===== src/rtl/vsel_pkg.sv =====
package vsel_pkg;
   typedef enum logic [1:0] {
      ACT_NONE    = 2'b00,
      ACT_ANALOG  = 2'b01,
      ACT_DIGITAL = 2'b10
   } active_t;
endpackage


===== src/rtl/vsel_sync_filter.sv =====
module vsel_sync_filter #(
   parameter int unsigned STABLE_CYCLES = 16
) (
   input  logic clk_i,
   input  logic rst_ni,
   input  logic d_i,
   output logic q_o
);
   localparam int unsigned CW = (STABLE_CYCLES < 2) ? 1 : $clog2(STABLE_CYCLES);

   logic s1_q, s2_q, filt_q;

   if (STABLE_CYCLES < 1) begin : g_bad_param
      $error("vsel_sync_filter: STABLE_CYCLES must be at least 1");
   end

   always_ff @(posedge clk_i or negedge rst_ni) begin
      if (!rst_ni) begin
         s1_q <= 1'b0;
         s2_q <= 1'b0;
      end else begin
         s1_q <= d_i;
         s2_q <= s1_q;
      end
   end

   if (STABLE_CYCLES == 1) begin : g_direct
      always_ff @(posedge clk_i or negedge rst_ni) begin
         if (!rst_ni) filt_q <= 1'b0;
         else         filt_q <= s2_q;
      end
   end else begin : g_counted
      logic [CW-1:0] cnt_q;
      always_ff @(posedge clk_i or negedge rst_ni) begin
         if (!rst_ni) begin
            cnt_q  <= '0;
            filt_q <= 1'b0;
         end else if (s2_q == filt_q) begin
            cnt_q <= '0;
         end else if (cnt_q == CW'(STABLE_CYCLES - 1)) begin
            cnt_q  <= '0;
            filt_q <= s2_q;
         end else begin
            cnt_q <= cnt_q + 1'b1;
         end
      end
   end

   assign q_o = filt_q;

   // a filtered level only moves to what the synchronizer held before
   assert_filter_follows_sync_R11: assert property (@(posedge clk_i) disable iff (!rst_ni)
      (filt_q != $past(filt_q)) |-> (filt_q == $past(s2_q)));
endmodule


===== src/rtl/vsel_decide.sv =====
module vsel_decide
   import vsel_pkg::*;
(
   input  logic    ana_act_i,
   input  logic    dig_act_i,
   input  logic    ovr_i,
   input  logic    sel_i,
   input  logic    pwr_on_i,
   output active_t pick_o
);
   always_comb begin
      pick_o = ACT_NONE;
      if (pwr_on_i) begin
         if (ovr_i) begin
            pick_o = sel_i ? ACT_DIGITAL : ACT_ANALOG;
         end else begin
            unique case ({ana_act_i, dig_act_i})
               2'b10:   pick_o = ACT_ANALOG;
               2'b01:   pick_o = ACT_DIGITAL;
               2'b11:   pick_o = sel_i ? ACT_DIGITAL : ACT_ANALOG;
               default: pick_o = ACT_NONE;
            endcase
         end
      end
   end
endmodule


===== src/rtl/vsel_hpd_pulse.sv =====
module vsel_hpd_pulse #(
   parameter int unsigned CYCLES = 25_000_000
) (
   input  logic clk_i,
   input  logic rst_ni,
   input  logic trig_i,
   output logic pulse_o
);
   localparam int unsigned CW = $clog2(CYCLES + 1);

   logic [CW-1:0] cnt_q;

   if (CYCLES < 1) begin : g_bad_param
      $error("vsel_hpd_pulse: CYCLES must be at least 1");
   end

   always_ff @(posedge clk_i or negedge rst_ni) begin
      if (!rst_ni)              cnt_q <= '0;
      else if (trig_i)          cnt_q <= CW'(CYCLES);
      else if (cnt_q != '0)     cnt_q <= cnt_q - 1'b1;
   end

   assign pulse_o = (cnt_q != '0);

   // a trigger always leaves the pulse asserted on the next cycle
   assert_trigger_loads_R9: assert property (@(posedge clk_i) disable iff (!rst_ni)
      trig_i |=> pulse_o);
endmodule


===== src/rtl/vsel_power_ctrl.sv =====
module vsel_power_ctrl
   import vsel_pkg::*;
#(
   parameter int unsigned ANA_FLAGS     = 3,
   parameter int unsigned STABLE_CYCLES = 16,
   parameter int unsigned CLK_HZ        = 250_000_000,
   parameter int unsigned HPD_MS        = 100,
   parameter int unsigned HPD_CYCLES    = (CLK_HZ / 1000) * HPD_MS
) (
   input  logic                 clk_i,
   input  logic                 rst_ni,
   input  logic [ANA_FLAGS-1:0] ana_flags_i,
   input  logic                 dig_clk_act_i,
   input  logic                 ovr_i,
   input  logic                 sel_i,
   input  logic                 pwr_on_i,
   output logic [1:0]           active_o,
   output logic                 ana_pwr_en_o,
   output logic                 dig_pwr_en_o,
   output logic                 hsync_en_o,
   output logic                 sog_en_o,
   output logic                 outdrv_en_o,
   output logic                 bgap_en_o,
   output logic                 serial_en_o,
   output logic                 sync_det_o,
   output logic                 hpd_o
);
   localparam int unsigned NIN = ANA_FLAGS + 1;

   if (ANA_FLAGS < 1) begin : g_bad_flags
      $error("vsel_power_ctrl: ANA_FLAGS must be at least 1");
   end

   logic [NIN-1:0] raw_act, filt_act;
   active_t        pick, act_q;
   logic           ana_en_q, dig_en_q, shared_q;
   logic           hpd_trig;

   assign raw_act = {dig_clk_act_i, ana_flags_i};

   for (genvar i = 0; i < NIN; i++) begin : g_in
      vsel_sync_filter #(.STABLE_CYCLES(STABLE_CYCLES)) u_filt (
         .clk_i  (clk_i),
         .rst_ni (rst_ni),
         .d_i    (raw_act[i]),
         .q_o    (filt_act[i])
      );
   end

   vsel_decide u_decide (
      .ana_act_i (|filt_act[ANA_FLAGS-1:0]),
      .dig_act_i (filt_act[ANA_FLAGS]),
      .ovr_i     (ovr_i),
      .sel_i     (sel_i),
      .pwr_on_i  (pwr_on_i),
      .pick_o    (pick)
   );

   always_ff @(posedge clk_i or negedge rst_ni) begin
      if (!rst_ni) begin
         act_q    <= ACT_NONE;
         ana_en_q <= 1'b0;
         dig_en_q <= 1'b0;
         shared_q <= 1'b0;
      end else begin
         act_q    <= pick;
         ana_en_q <= (pick == ACT_ANALOG);
         dig_en_q <= (pick == ACT_DIGITAL);
         shared_q <= (pick != ACT_NONE);
      end
   end

   assign hpd_trig = (act_q == ACT_ANALOG) && (pick == ACT_DIGITAL);

   vsel_hpd_pulse #(.CYCLES(HPD_CYCLES)) u_hpd (
      .clk_i   (clk_i),
      .rst_ni  (rst_ni),
      .trig_i  (hpd_trig),
      .pulse_o (hpd_o)
   );

   assign active_o     = act_q;
   assign ana_pwr_en_o = ana_en_q;
   assign dig_pwr_en_o = dig_en_q;
   assign hsync_en_o   = shared_q;
   assign sog_en_o     = shared_q;
   assign outdrv_en_o  = shared_q;
   assign bgap_en_o    = shared_q;
   assign sync_det_o   = shared_q;
   assign serial_en_o  = 1'b1;

   // never both path domains powered
   assert_one_path_R7: assert property (@(posedge clk_i) disable iff (!rst_ni)
      $onehot0({ana_pwr_en_o, dig_pwr_en_o}));
   // shared enables agree with the active code
   assert_shared_match_R7: assert property (@(posedge clk_i) disable iff (!rst_ni)
      shared_q == (ana_en_q | dig_en_q));
   assert_code_match_R7: assert property (@(posedge clk_i) disable iff (!rst_ni)
      (ana_en_q == (act_q == ACT_ANALOG)) && (dig_en_q == (act_q == ACT_DIGITAL)));
   // power-off forces none on the next edge
   assert_off_none_R6: assert property (@(posedge clk_i) disable iff (!rst_ni)
      !pwr_on_i |=> (active_o == ACT_NONE && !sync_det_o));
   // analog to digital step raises the pulse in the same cycle
   assert_hpd_on_step_R8: assert property (@(posedge clk_i) disable iff (!rst_ni)
      (act_q == ACT_ANALOG && pick == ACT_DIGITAL) |=> hpd_o);
   // the pulse only starts on an analog to digital step
   assert_hpd_cause_R10: assert property (@(posedge clk_i) disable iff (!rst_ni)
      $rose(hpd_o) |-> ($past(act_q) == ACT_ANALOG && act_q == ACT_DIGITAL));
endmodule


===== config.mk =====
export PLATFORM = sky130hd
export DESIGN_NAME = vsel_power_ctrl
export DESIGN_NICKNAME = d
export VERILOG_FILES = /design/src/rtl/vsel_pkg.sv /design/src/rtl/vsel_sync_filter.sv /design/src/rtl/vsel_decide.sv /design/src/rtl/vsel_hpd_pulse.sv /design/src/rtl/vsel_power_ctrl.sv
export SDC_FILE = /design/constraint.sdc
export NUM_CORES = 1
export LEC_CHECK = 0
export ABC_AREA = 1
export ABC_CLOCK_PERIOD_IN_PS = 4250
export BUFFER_PORTS_ARGS = -buffer_cell sky130_fd_sc_hd__buf_2
export CORE_MARGIN = 3
export CORE_UTILIZATION = 60
export DETAILED_ROUTE_END_ITERATION = 8
export PLACE_DENSITY = 0.79
export SKIP_LAST_GASP = 1
export SLEW_MARGIN = 20
export SYNTH_ARGS = -nofsm -noshare
export SYNTH_HDL_FRONTEND = slang
export SYNTH_SLANG_ARGS = --single-unit

===== constraint.sdc =====
create_clock -name clk_i -period 4.25 [get_ports clk_i]
set_clock_uncertainty 0.15 [all_clocks]
set_input_delay 0.6375 -clock clk_i [delete_from_list [all_inputs] [get_ports clk_i]]
set_output_delay 0.6375 -clock clk_i [all_outputs]
set_load 0.01 [all_outputs]

==> run summary <==
Mapped Avg Cell Area - 8.35 sq um
fin nets - 404
arrival time worst endpoint - 1690 ps
hold_ws - 183 ps
CP startpoint kind - register
DR DRC count - 0
delay-heaviest family, CP - simple AND/OR/NAND/NOR gates
TritonCTS buffer count - 9
DP Worst Slack - 2090 ps
beginning of the worst register-to-register path - g_in[0].u_filt.q_o$_DFFE_PN0P_
RSZ-0062 raised after global routing - no
cell area after synthesis - 3060 sq um
Area Growth Syn to Fin - 9.43%
CP max FO - 8
Total Die Area - 6000 sq um
sequential area share after synthesis - 47.4%
fmax - 403 MHz
largest stage delay on the critical path - 420 ps
maximum vdd drop - 0.317 mV
Setup Crit Path Kind - reg2out
Reg clk slew, reported paths - 70 ps
DR iter-0 viols - 180
synth warn - 0
final core occ - 69.6%
Seq cells post-synth - 58
Std-Cell Rows - 25
fin worst setup slack - 1770 ps
Pwr Total - 1.47 mW
placeable core area - 4820 sq um
Cell Count, Final, Fillers Out - 461
Min-Delay Path Class - in2async
commonest non-fill, non-tap cell in the layout - nand2_1
TNS Setup - 0 ps
syn nets - 382
Slew Viols, Final - 0
CTS-repair resized insts - 0
cts hold-fix bufs - 0
Worst slew margin - 56.0%
first-pass GRT wire length - 9.99 mm
outcome - complete, no violations
Routed WL - 5.60 mm
Cells after DPL - 445
htree depth - 3
worst-skew pair later-pin latency - 330 ps
RD Place Congestion - 0.895
CP cell instances - inv_2, ha_1, nand2_1, nor3_2, nand2_2, buf_2
Hold Violations, Final - 0
drt wl/cell - 12.1 um
IO Port Bufs - 18
CTS Sinks - 58
Finished Cell Area - 3350 sq um
Gate Count Post-Synth - 367
initial cell density of the core - 63.6%
vias in the first global route - 2259
Lkg Pwr - 1.84 nW
Worst Tran Pin Value - 660 ps
die width - 77.5 um
Final Setup Violations - 0
power per cell area - 439 nW/um^2
num ports - 20
most frequent cells in the layout - 69 x nand2_1, 58 x dfrtp_1, 51 x nor2_1
slowest cell on the critical path - dfrtp_1
Period minus WS final - 2480 ps
initial antenna violation count - 0
share of cells above drive strength 1 - 19.3%
Die H - 77.5 um
setup repair bufs after CTS - 0
Setup crit end kind - output port
Initial DRT Pass Iterations - 4
CP required - 3460 ps
Buf+Inv Stages, Crit Path - 2
maximum capacitance violations - 0
GRT Residual Overflow - 0
dpl hpwl - 4.12 mm
Distinct cells, synth - 31
Post-DRT Antenna Nets - 0
CTS tree - built
Critical Path Start - u_hpd.cnt_q[0]$_DFFE_PN0P_
via density per instance - 5.05
period utilisation layout - 58.3%
Via Count - 2329
Global Route Usage Sum - 21.4%
diode count - 0
Clock Tree Buf Depth - 2
Root Buffer - clkbuf_8
Post-DP Area - 3180 sq um
FILL cells - 410
largest net degree at the start of global routing - 31
==> state kept, by name (all words and copies together) (netlist names) <==
| register | count |
|---|---|
| g_in.u_filt.s2_q | 4 |
| g_in.u_filt.g_counted.cnt_q | 16 |
| ana_pwr_en_o | 1 |
| g_in.u_filt.s1_q | 4 |
| u_hpd.cnt_q | 25 |
| g_in.u_filt.q_o | 4 |
| bgap_en_o | 1 |
| active_o | 2 |
| dig_pwr_en_o | 1 |
==> power breakdown <==
group	internal (mW)	leakage, nW	switching [mW]
combinational	0.117	1.05	0.216
sequential	0.624	0.706	0.0807
clock	0.224	0.0851	0.212
total	0.965	1.84	0.508
==> final cells by class <==
type	instances	area [sq um]	share of cell area, %
repair buffers	19	97.6	2.91
inverters	59	221	6.60
flip-flops and latches	58	1450	43.3
clock inverters	5	30.0	0.896
multi-input cells	242	1330	39.6
clock buffers	11	141	4.22
well taps	67	83.8	2.50
==> final timing paths <==
path / end / slack [ps] / cells after the start
min: g_in[2].u_filt.g_counted.cnt_q[2]$_DFF_PN0_ / 180 / 1
max: hpd_o / 1770 / 6
max reg2reg: u_hpd.cnt_q[21]$_DFFE_PN0P_ / 2310 / 9
min in group clk_i: g_in[3].u_filt.s2_q$_DFF_PN0_ / 200 / 0
max in group asynchronous: g_in[3].u_filt.g_counted.cnt_q[3]$_DFF_PN0_ / 2950 / 2
min reg2reg: g_in[3].u_filt.s2_q$_DFF_PN0_ / 200 / 0
==> cells by family (layout without fill, tap and decap cells) <==
kind of cell / count (synthesis) / count (layout) / share of synthesized area, %
buffers and inverters: 67 / 94 / 9.31
adder cells (fa/ha/maj): 6 / 6 / 2.45
AND/OR/NAND/NOR: 209 / 209 / 34.1
multiplexers: 2 / 2 / 0.735
XOR/XNOR: 14 / 14 / 4.00
AO/OA/AOI/OAI: 10 / 10 / 1.88
other: 1 / 1 / 0.122
flip-flops: 58 / 58 / 47.4
==> routing by layer <==
| metal | wire length, um | vias to the layer above | track usage [%] | share of wire [%] |
|---|---|---|---|---|
| li1 | - | 1193 | - | - |
| met1 | 2690 | 1081 | 28.3 | 48 |
| met2 | 2560 | 43 | 31.9 | 46 |
| met3 | 225 | 12 | 6.84 | 4.0 |
| met4 | 113 | 0 | 10.3 | 2.0 |
| met5 | 0 | - | 0 | 0 |
==> cell usage after synthesis (all sizes together) <==
cell type,n,area [sq um]
nand2,77,324
nor2,67,339
dfrtp,58,1450
inv,58,218
nand3,40,210
nand4,17,106
buf,8,63.8
xnor2,8,70.1
ha,6,75.1
xor2,6,52.6
a21oi,5,25.0
nor3,3,31.3
a21o,2,15.0
mux2,2,22.5
nand3b,2,15.0
o21ai,2,10.0
or2,2,12.5
clkinv,1,3.75
conb,1,3.75
nor3b,1,7.51
o211ai,1,7.51
No activity file was read; power rests on OpenSTA's default activity.
